<file path="src/rtl/sg_copy_pkg.sv">
// Package: shared state encoding of the scatter-gather copier.
// Assumes nothing beyond IEEE 1800-2017 enum support.
package sg_copy_pkg;

    typedef enum logic [3:0] {
        ST_IDLE,     // waiting for start
        ST_S_NEXT,   // load source entry at current index
        ST_RD_SETUP, // size next read burst or skip empty chunk
        ST_RD,       // issue reads of one burst
        ST_RD_WAIT,  // last read data lands in buffer
        ST_WR_SETUP, // skip empty destination chunk or begin writes
        ST_D_NEXT,   // load destination entry at current index
        ST_WR,       // drain buffer to destination
        ST_FIN       // one-cycle completion
    } sg_state_e;

endpackage

</file>
<file path="src/rtl/sg_list_table.sv">
// Module: one chunk list (address, length) with a write port, an indexed
// combinational read port and the summed length of the first count entries.
// Assumes writes happen only while the engine is idle.
module sg_list_table #(
    parameter int NENT = 4,
    parameter int AW   = 16,
    parameter int LW   = 8,
    localparam int IW  = (NENT > 1) ? $clog2(NENT) : 1,
    localparam int CW  = $clog2(NENT + 1),
    localparam int TW  = LW + IW + 1
) (
    input  logic          clk,
    input  logic          rst_n,
    input  logic          we,
    input  logic [IW-1:0] widx,
    input  logic [AW-1:0] waddr,
    input  logic [LW-1:0] wlen,
    input  logic [CW-1:0] count,
    input  logic [IW-1:0] ridx,
    output logic [AW-1:0] raddr,
    output logic [LW-1:0] rlen,
    output logic [TW-1:0] total
);
    logic [AW-1:0] ent_addr [NENT];
    logic [LW-1:0] ent_len  [NENT];

    // Store an entry on a write strobe; clear all entries on reset.
    always_ff @(posedge clk) begin
        if (!rst_n) begin
            for (int i = 0; i < NENT; i++) begin
                ent_addr[i] <= '0;
                ent_len[i]  <= '0;
            end
        end else if (we) begin
            ent_addr[widx] <= waddr;
            ent_len[widx]  <= wlen;
        end
    end

    // Present the entry selected by the controller.
    always_comb begin
        raddr = ent_addr[ridx];
        rlen  = ent_len[ridx];
    end

    // Sum the lengths of the valid entries.
    always_comb begin
        total = '0;
        for (int i = 0; i < NENT; i++) begin
            if (CW'(i) < count) total = total + TW'(ent_len[i]);
        end
    end

endmodule

</file>
<file path="src/rtl/sg_burst_buf.sv">
// Module: byte buffer one burst deep; registered write, combinational read.
// Assumes the controller never reads a slot in the cycle it is written.
module sg_burst_buf #(
    parameter int MAXB = 8,
    parameter int DW   = 8,
    localparam int BIW = (MAXB > 1) ? $clog2(MAXB) : 1
) (
    input  logic           clk,
    input  logic           we,
    input  logic [BIW-1:0] waddr,
    input  logic [DW-1:0]  wdata,
    input  logic [BIW-1:0] raddr,
    output logic [DW-1:0]  rdata
);
    logic [DW-1:0] slot [MAXB];

    // Capture one returning read byte.
    always_ff @(posedge clk) begin
        if (we) slot[waddr] <= wdata;
    end

    // Present the byte for the current write.
    assign rdata = slot[raddr];

endmodule

</file>
<file path="src/rtl/sg_copy_ctrl.sv">
// Module: copy sequencer. Walks both lists on their own indices, sizes read
// bursts by burst limit, source chunk remainder and bytes left, fills the
// buffer, then drains it into destination chunks, splitting at their ends.
// Assumes one access per cycle accepted and read data one cycle later.
module sg_copy_ctrl
    import sg_copy_pkg::*;
#(
    parameter int NENT = 4,
    parameter int AW   = 16,
    parameter int LW   = 8,
    parameter int MAXB = 8,
    localparam int IW  = (NENT > 1) ? $clog2(NENT) : 1,
    localparam int TW  = LW + IW + 1,
    localparam int BW  = $clog2(MAXB + 1),
    localparam int BIW = (MAXB > 1) ? $clog2(MAXB) : 1
) (
    input  logic           clk,
    input  logic           rst_n,
    input  logic           start,
    input  logic [BW-1:0]  cfg_burst,
    input  logic [TW-1:0]  src_total,
    input  logic [TW-1:0]  dst_total,
    output logic [IW-1:0]  src_idx,
    input  logic [AW-1:0]  src_ent_addr,
    input  logic [LW-1:0]  src_ent_len,
    output logic [IW-1:0]  dst_idx,
    input  logic [AW-1:0]  dst_ent_addr,
    input  logic [LW-1:0]  dst_ent_len,
    output logic           buf_we,
    output logic [BIW-1:0] buf_waddr,
    output logic [BIW-1:0] buf_raddr,
    output logic           busy,
    output logic           done,
    output logic [TW-1:0]  residue,
    output logic           mem_rd,
    output logic           mem_wr,
    output logic [AW-1:0]  mem_addr
);
    sg_state_e     st;
    logic [AW-1:0] saddr, daddr;
    logic [LW-1:0] srem, drem;
    logic [TW-1:0] rd_left;
    logic [BW-1:0] blen, rcnt, bfill, bidx;
    logic [BW-1:0] cfg_eff;
    logic [BW-1:0] blen_n;
    logic [TW-1:0] copy_len;
    logic          rd_pend;
    logic [BIW-1:0] rd_slot;

    // Effective burst limit: zero behaves as one.
    assign cfg_eff = (cfg_burst == '0) ? BW'(1) : cfg_burst;

    // Copy length is the smaller list total.
    assign copy_len = (src_total < dst_total) ? src_total : dst_total;

    // Next read burst: min of limit, chunk remainder and bytes left.
    always_comb begin
        logic [TW-1:0] m;
        m = TW'(cfg_eff);
        if (TW'(srem) < m) m = TW'(srem);
        if (rd_left < m)   m = rd_left;
        blen_n = BW'(m);
    end

    // Sequence the copy through its states.
    always_ff @(posedge clk) begin
        if (!rst_n) begin
            st      <= ST_IDLE;
            src_idx <= '0;
            dst_idx <= '0;
            saddr   <= '0;
            daddr   <= '0;
            srem    <= '0;
            drem    <= '0;
            rd_left <= '0;
            residue <= '0;
            blen    <= '0;
            rcnt    <= '0;
            bfill   <= '0;
            bidx    <= '0;
        end else begin
            case (st)
                ST_IDLE: if (start) begin
                    // Index starts at all ones so the first advance wraps to 0.
                    src_idx <= '1;
                    dst_idx <= '1;
                    srem    <= '0;
                    drem    <= '0;
                    rd_left <= copy_len;
                    residue <= copy_len;
                    st      <= (copy_len == '0) ? ST_FIN : ST_RD_SETUP;
                end
                ST_RD_SETUP: begin
                    if (srem == '0) begin
                        src_idx <= src_idx + 1'b1;
                        st      <= ST_S_NEXT;
                    end else begin
                        blen <= blen_n;
                        rcnt <= '0;
                        st   <= ST_RD;
                    end
                end
                ST_S_NEXT: begin
                    saddr <= src_ent_addr;
                    srem  <= src_ent_len;
                    st    <= ST_RD_SETUP;
                end
                ST_RD: begin
                    saddr   <= saddr + 1'b1;
                    srem    <= srem - 1'b1;
                    rd_left <= rd_left - 1'b1;
                    rcnt    <= rcnt + 1'b1;
                    if (rcnt + 1'b1 == blen) st <= ST_RD_WAIT;
                end
                ST_RD_WAIT: begin
                    bfill <= blen;
                    bidx  <= '0;
                    st    <= ST_WR_SETUP;
                end
                ST_WR_SETUP: begin
                    if (drem == '0) begin
                        dst_idx <= dst_idx + 1'b1;
                        st      <= ST_D_NEXT;
                    end else begin
                        st <= ST_WR;
                    end
                end
                ST_D_NEXT: begin
                    daddr <= dst_ent_addr;
                    drem  <= dst_ent_len;
                    st    <= ST_WR_SETUP;
                end
                ST_WR: begin
                    daddr <= daddr + 1'b1;
                    drem  <= drem - 1'b1;
                    bidx  <= bidx + 1'b1;
                    if (bidx + 1'b1 == bfill) begin
                        residue <= rd_left;
                        st      <= (rd_left == '0) ? ST_FIN : ST_RD_SETUP;
                    end else if (drem == LW'(1)) begin
                        st <= ST_WR_SETUP;
                    end
                end
                ST_FIN:  st <= ST_IDLE;
                default: st <= ST_IDLE;
            endcase
        end
    end

    // Register the slot of each issued read for capture one cycle later.
    always_ff @(posedge clk) begin
        if (!rst_n) begin
            rd_pend <= 1'b0;
            rd_slot <= '0;
        end else begin
            rd_pend <= (st == ST_RD);
            rd_slot <= BIW'(rcnt);
        end
    end

    // Drive memory strobes, address, buffer ports and status.
    always_comb begin
        mem_rd    = (st == ST_RD);
        mem_wr    = (st == ST_WR);
        mem_addr  = (st == ST_WR) ? daddr : saddr;
        buf_we    = rd_pend;
        buf_waddr = rd_slot;
        buf_raddr = BIW'(bidx);
        busy      = (st != ST_IDLE);
        done      = (st == ST_FIN);
    end

endmodule

</file>
<file path="src/rtl/sg_copy_engine.sv">
// Module: top of the dual-list scatter-gather memory copier. Holds the two
// chunk tables and the burst buffer, and the sequencer that drives them.
// Assumes tables and counts are written only while busy is low.
module sg_copy_engine #(
    parameter int NENT = 4,
    parameter int AW   = 16,
    parameter int LW   = 8,
    parameter int MAXB = 8,
    localparam int IW  = (NENT > 1) ? $clog2(NENT) : 1,
    localparam int CW  = $clog2(NENT + 1),
    localparam int TW  = LW + IW + 1,
    localparam int BW  = $clog2(MAXB + 1),
    localparam int BIW = (MAXB > 1) ? $clog2(MAXB) : 1
) (
    input  logic          clk,
    input  logic          rst_n,
    input  logic          tbl_we,
    input  logic          tbl_side,
    input  logic [IW-1:0] tbl_idx,
    input  logic [AW-1:0] tbl_addr,
    input  logic [LW-1:0] tbl_len,
    input  logic [CW-1:0] src_count,
    input  logic [CW-1:0] dst_count,
    input  logic [BW-1:0] cfg_burst,
    input  logic          start,
    output logic          busy,
    output logic          done,
    output logic [TW-1:0] residue,
    output logic          mem_rd,
    output logic          mem_wr,
    output logic [AW-1:0] mem_addr,
    output logic [7:0]    mem_wdata,
    input  logic [7:0]    mem_rdata
);
    logic [IW-1:0]  src_idx, dst_idx;
    logic [AW-1:0]  src_ent_addr, dst_ent_addr;
    logic [LW-1:0]  src_ent_len, dst_ent_len;
    logic [TW-1:0]  src_total, dst_total;
    logic           buf_we;
    logic [BIW-1:0] buf_waddr, buf_raddr;

    sg_list_table #(.NENT(NENT), .AW(AW), .LW(LW)) u_src_tbl (
        .clk(clk), .rst_n(rst_n),
        .we(tbl_we && !tbl_side), .widx(tbl_idx), .waddr(tbl_addr), .wlen(tbl_len),
        .count(src_count), .ridx(src_idx),
        .raddr(src_ent_addr), .rlen(src_ent_len), .total(src_total)
    );

    sg_list_table #(.NENT(NENT), .AW(AW), .LW(LW)) u_dst_tbl (
        .clk(clk), .rst_n(rst_n),
        .we(tbl_we && tbl_side), .widx(tbl_idx), .waddr(tbl_addr), .wlen(tbl_len),
        .count(dst_count), .ridx(dst_idx),
        .raddr(dst_ent_addr), .rlen(dst_ent_len), .total(dst_total)
    );

    sg_burst_buf #(.MAXB(MAXB), .DW(8)) u_buf (
        .clk(clk), .we(buf_we), .waddr(buf_waddr), .wdata(mem_rdata),
        .raddr(buf_raddr), .rdata(mem_wdata)
    );

    sg_copy_ctrl #(.NENT(NENT), .AW(AW), .LW(LW), .MAXB(MAXB)) u_ctrl (
        .clk(clk), .rst_n(rst_n), .start(start), .cfg_burst(cfg_burst),
        .src_total(src_total), .dst_total(dst_total),
        .src_idx(src_idx), .src_ent_addr(src_ent_addr), .src_ent_len(src_ent_len),
        .dst_idx(dst_idx), .dst_ent_addr(dst_ent_addr), .dst_ent_len(dst_ent_len),
        .buf_we(buf_we), .buf_waddr(buf_waddr), .buf_raddr(buf_raddr),
        .busy(busy), .done(done), .residue(residue),
        .mem_rd(mem_rd), .mem_wr(mem_wr), .mem_addr(mem_addr)
    );

endmodule

</file>
<file path="config.mk">
export PLATFORM = sky130hd
export DESIGN_NAME = sg_copy_engine
export DESIGN_NICKNAME = d
export VERILOG_FILES = /design/src/rtl/sg_copy_pkg.sv /design/src/rtl/sg_list_table.sv /design/src/rtl/sg_burst_buf.sv /design/src/rtl/sg_copy_ctrl.sv /design/src/rtl/sg_copy_engine.sv
export SDC_FILE = /design/constraint.sdc
export NUM_CORES = 1
export LEC_CHECK = 0
export BUFFER_PORTS_ARGS = -buffer_cell sky130_fd_sc_hd__buf_2
export CAP_MARGIN = 40
export CORE_MARGIN = 10
export CORE_UTILIZATION = 35
export CTS_CLUSTER_DIAMETER = 50
export DETAILED_ROUTE_END_ITERATION = 8
export GPL_TIMING_DRIVEN = 1
export PLACE_DENSITY_LB_ADDON = 0.2
export SYNTH_ARGS = -nofsm -noshare
export SYNTH_HDL_FRONTEND = slang
export SYNTH_SLANG_ARGS = --single-unit
</file>
<file path="constraint.sdc">
create_clock -name clk -period 11.01 [get_ports clk]
set_input_delay 2.202 -clock clk [delete_from_list [all_inputs] [get_ports clk]]
set_output_delay 2.202 -clock clk [all_outputs]
set_load 0.05 [all_outputs]
</file>
==> results.md <==
- Post-CTS Resized: 0
- Antenna violations before repair: 10
- Global-route wire length before repair: 88700 µm
- Critical path's most frequent cell: ha_1
- Post-Route Skew: 0.0396 ns
- Clock transition at path regs: 0.06 ns
- Final Hold Vio Count: 0
- Cell Int Power: 3.02 mW
- Fraction of layout cells with a size suffix above 1: 0.161
- Fin. max-slew vios: 0
- Num rows: 88
- Max_slew headroom: 0.440
- Clock root cell: clkbuf_16
- Req. time, crit path: 11.45 ns
- Arrival time at the worst endpoint: 10.39 ns
- CP Launch Type: primary input
- Finished Layout Cells: 2808
- Synthesis-to-finish area growth: 14.5%
- Placed cell count: 2720
- Hold-critical path depth: 2
- Cells after Synth: 1921
- Htree depth: 2
- First-pass DRT Iterations: 5
- IO Count: 88
- Tmin final: 9.94 ns
- Max VDD drop: 0.109 mV
- Hold WC Path Type: reg -> reg
- Worst-Margin Slew: 0.840 ns
- Min Hold Slack: 0.479 ns
- CTS tree: yes
- Vias per Instance: 5.42
- Max Cap Viol: 0
- Nets@finish: 2134
- Post-CTS Setup Repair Bufs: 0
- Reg power frac: 0.355
- DRT Wirelength: 58000 µm
- RSZ-0062 raised after global routing: no
- Slowest CP cell: a2111oi_0
- Largest net degree at the start of global routing: 65
- Detailed placer's ending HPWL: 42400 µm
- P_sw: 1.74 mW
- Antenna Nets Post-Route: 0
- DR vias: 15.2k
- Period utilization: 0.903
- Synth cell types: 81
- Die Ht: 261 µm
- Core ar.: 57700 µm²
- Vias in the first global route: 14.6k
- Initial drt markers: 957
- Clock latency on the worst-skew pair: 0.58 ns
- Yosys reg bits: 361
- Gate power share: 0.348
- Warnings, synthesis: 0
- TritonCTS Buffers: 46
- Worst r2r path cells: 31
- WL/cell: 20.7 µm
- Mean Syn Cell Area: 10.6 µm²
- Setup_tns: 0 ns
- Die width: 261 µm
- Worst setup EP type: flip-flop
- IO Port Bufs: 87
- Status: complete, no violations
- Die area: 68200 µm²
- Lkg Pwr: 8.69 nW
- Setup CP Type: in -> reg
- Sw frac: 0.365
- Total power: 4.76 mW
- Clock Power Share: 0.296
- Fmax: 101 MHz
- CTS Buffer Depth: 3
- Clk sink count: 361
- CP Max Fanout: 18
- DRC Markers: 0
- Register area share after synthesis: 0.481
- GP Congestion: 0.902
- Synth async-reset ratio: 0
- # setup viols final: 0
- Slowest cell delay on critical path: 0.54 ns
- PwrDens: 204 nW/µm²
- Total track usage: 0.167
- Synth Flop Type: edfxtp_1
- Post-synth EDFFs: 256
- Post-Syn Area: 20400 µm²
- GRT Residual Overflow: 0
- Initial Util: 0.353
- Hold_buf cts: 0
==> routing by layer <==
metal  routed length, µm  GRT usage  vias up
met3                2860     0.0287       82
met1               26400      0.228     7454
li1                    -          -     7272
met5                  67          0        -
met4                1130     0.0405       12
met2               27500      0.271      398
==> power by group through the flow <==
stage,Sequential [mW],Combinational [mW],Clock (mW)
after CTS,1.69,1.66,1.44
after global routing,1.71,1.82,1.50
final,1.69,1.66,1.41
after global placement,1.74,1.59,0
after floorplan,1.73,1.14,0
after detailed placement,1.72,1.65,0
==> worst paths after layout <==
path	to	start	slack, ns
setup reg to reg	u_ctrl.st[1]$_SDFFE_PN0P_	u_dst_tbl.ent_len[0][0]$_SDFFCE_PN0P_	2.74
hold reg to reg	u_ctrl.daddr[15]$_SDFFE_PN0P_	u_ctrl.daddr[15]$_SDFFE_PN0P_	0.48
hold / removal	u_ctrl.daddr[15]$_SDFFE_PN0P_	u_ctrl.daddr[15]$_SDFFE_PN0P_	0.48
setup / recovery	u_ctrl.st[1]$_SDFFE_PN0P_	dst_count[0]	1.07
==> flip-flops by register name (all words and copies together) (netlist names), 8 cells and up, named ones only <==
signal and cells:
u_buf.slot 64, u_dst_tbl.ent_addr 64, u_src_tbl.ent_addr 64, u_dst_tbl.ent_len 32
u_src_tbl.ent_len 32, u_ctrl.daddr 16, u_ctrl.saddr 16, u_ctrl.rd_left 11
u_ctrl.residue 11, u_ctrl.drem 8, u_ctrl.srem 8
==> per-stage QoR <==
| stage | utilization | cell area (µm²) | worst slack [ns] |
|---|---|---|---|
| after floorplan | - | 20400 | 1.72 |
| after global placement | 0.375 | 21600 | 0.914 |
| after detailed placement | 0.379 | 21900 | 0.695 |
| after CTS | 0.404 | 23300 | 1.22 |
| after global routing | 0.404 | 23300 | 0.470 |
| final | 0.404 | 23300 | 1.07 |
==> worst max-delay path: cells and delay by family <==
kind | cells | cell delay (ns)
xor gates and xnor gates | 1 | 0.16
and+or+nand+nor | 11 | 2.68
buffers and inverters | 3 | 0.43
AOI/OAI and AO/OA | 13 | 3.30
adders and majority gates | 5 | 1.60
==> kinds of logic after synthesis <==
family | count (synthesis) | share of synthesized area
AOI/OAI and AO/OA | 398 | 0.128
xor gates and xnor gates | 42 | 0.0187
adders and majority gates | 82 | 0.0526
buffers and inverters | 164 | 0.0310
DFF | 361 | 0.481
muxes | 111 | 0.0952
other | 1 | 0.000184
and+or+nand+nor | 762 | 0.194
==> layout by cell type, fill, tap and decap left out, types with 64 or more instances in the layout <==
| master | n |
|---|---|
| a21oi_1 | 110 |
| and2_1 | 229 |
| buf_2 | 88 |
| dfxtp_1 | 103 |
| edfxtp_1 | 256 |
| ha_1 | 76 |
| mux4_2 | 64 |
| nand2_1 | 181 |
| nor2_1 | 130 |
| o21ai_0 | 81 |
==> Yosys cell counts (12+ instances only) <==
library cell  number  area (µm²)
xor2_1            22         193
dfxtp_1          105        2100
a21o_1            16         120
nand2_1          181         679
o21a_1            17         128
a21oi_1          110         551
o21ai_0           87         435
mux2_2            21         236
nor2_1           134         503
inv_1             60         225
a31oi_1           12        75.1
and2_1           229        1430
clkbuf_1          90         338
nand2b_1          21         131
o31a_1            12         105
nand4_1           16         100
xnor2_1           19         166
or2_2             18         113
o22ai_1           14        87.6
edfxtp_1         256        7690
mux2i_1           26         260
and3_1            13        81.3
a211oi_1          26         195
nor3_1            39         195
ha_1              76         951
nand3_1           42         210
or3_1             20         125
mux4_2            64        1440
==> final cells by class <==
class | count | area, µm²
antenna | 3 | 7.51
clock buffer | 59 | 1210
clock inverter | 26 | 228
fill | 5630 | 34400
inverter | 62 | 233
multi-input combinational | 1399 | 10000
sequential | 361 | 9790
tap | 765 | 957
timing repair buffer | 133 | 885
(Power assumes the default switching activity.)
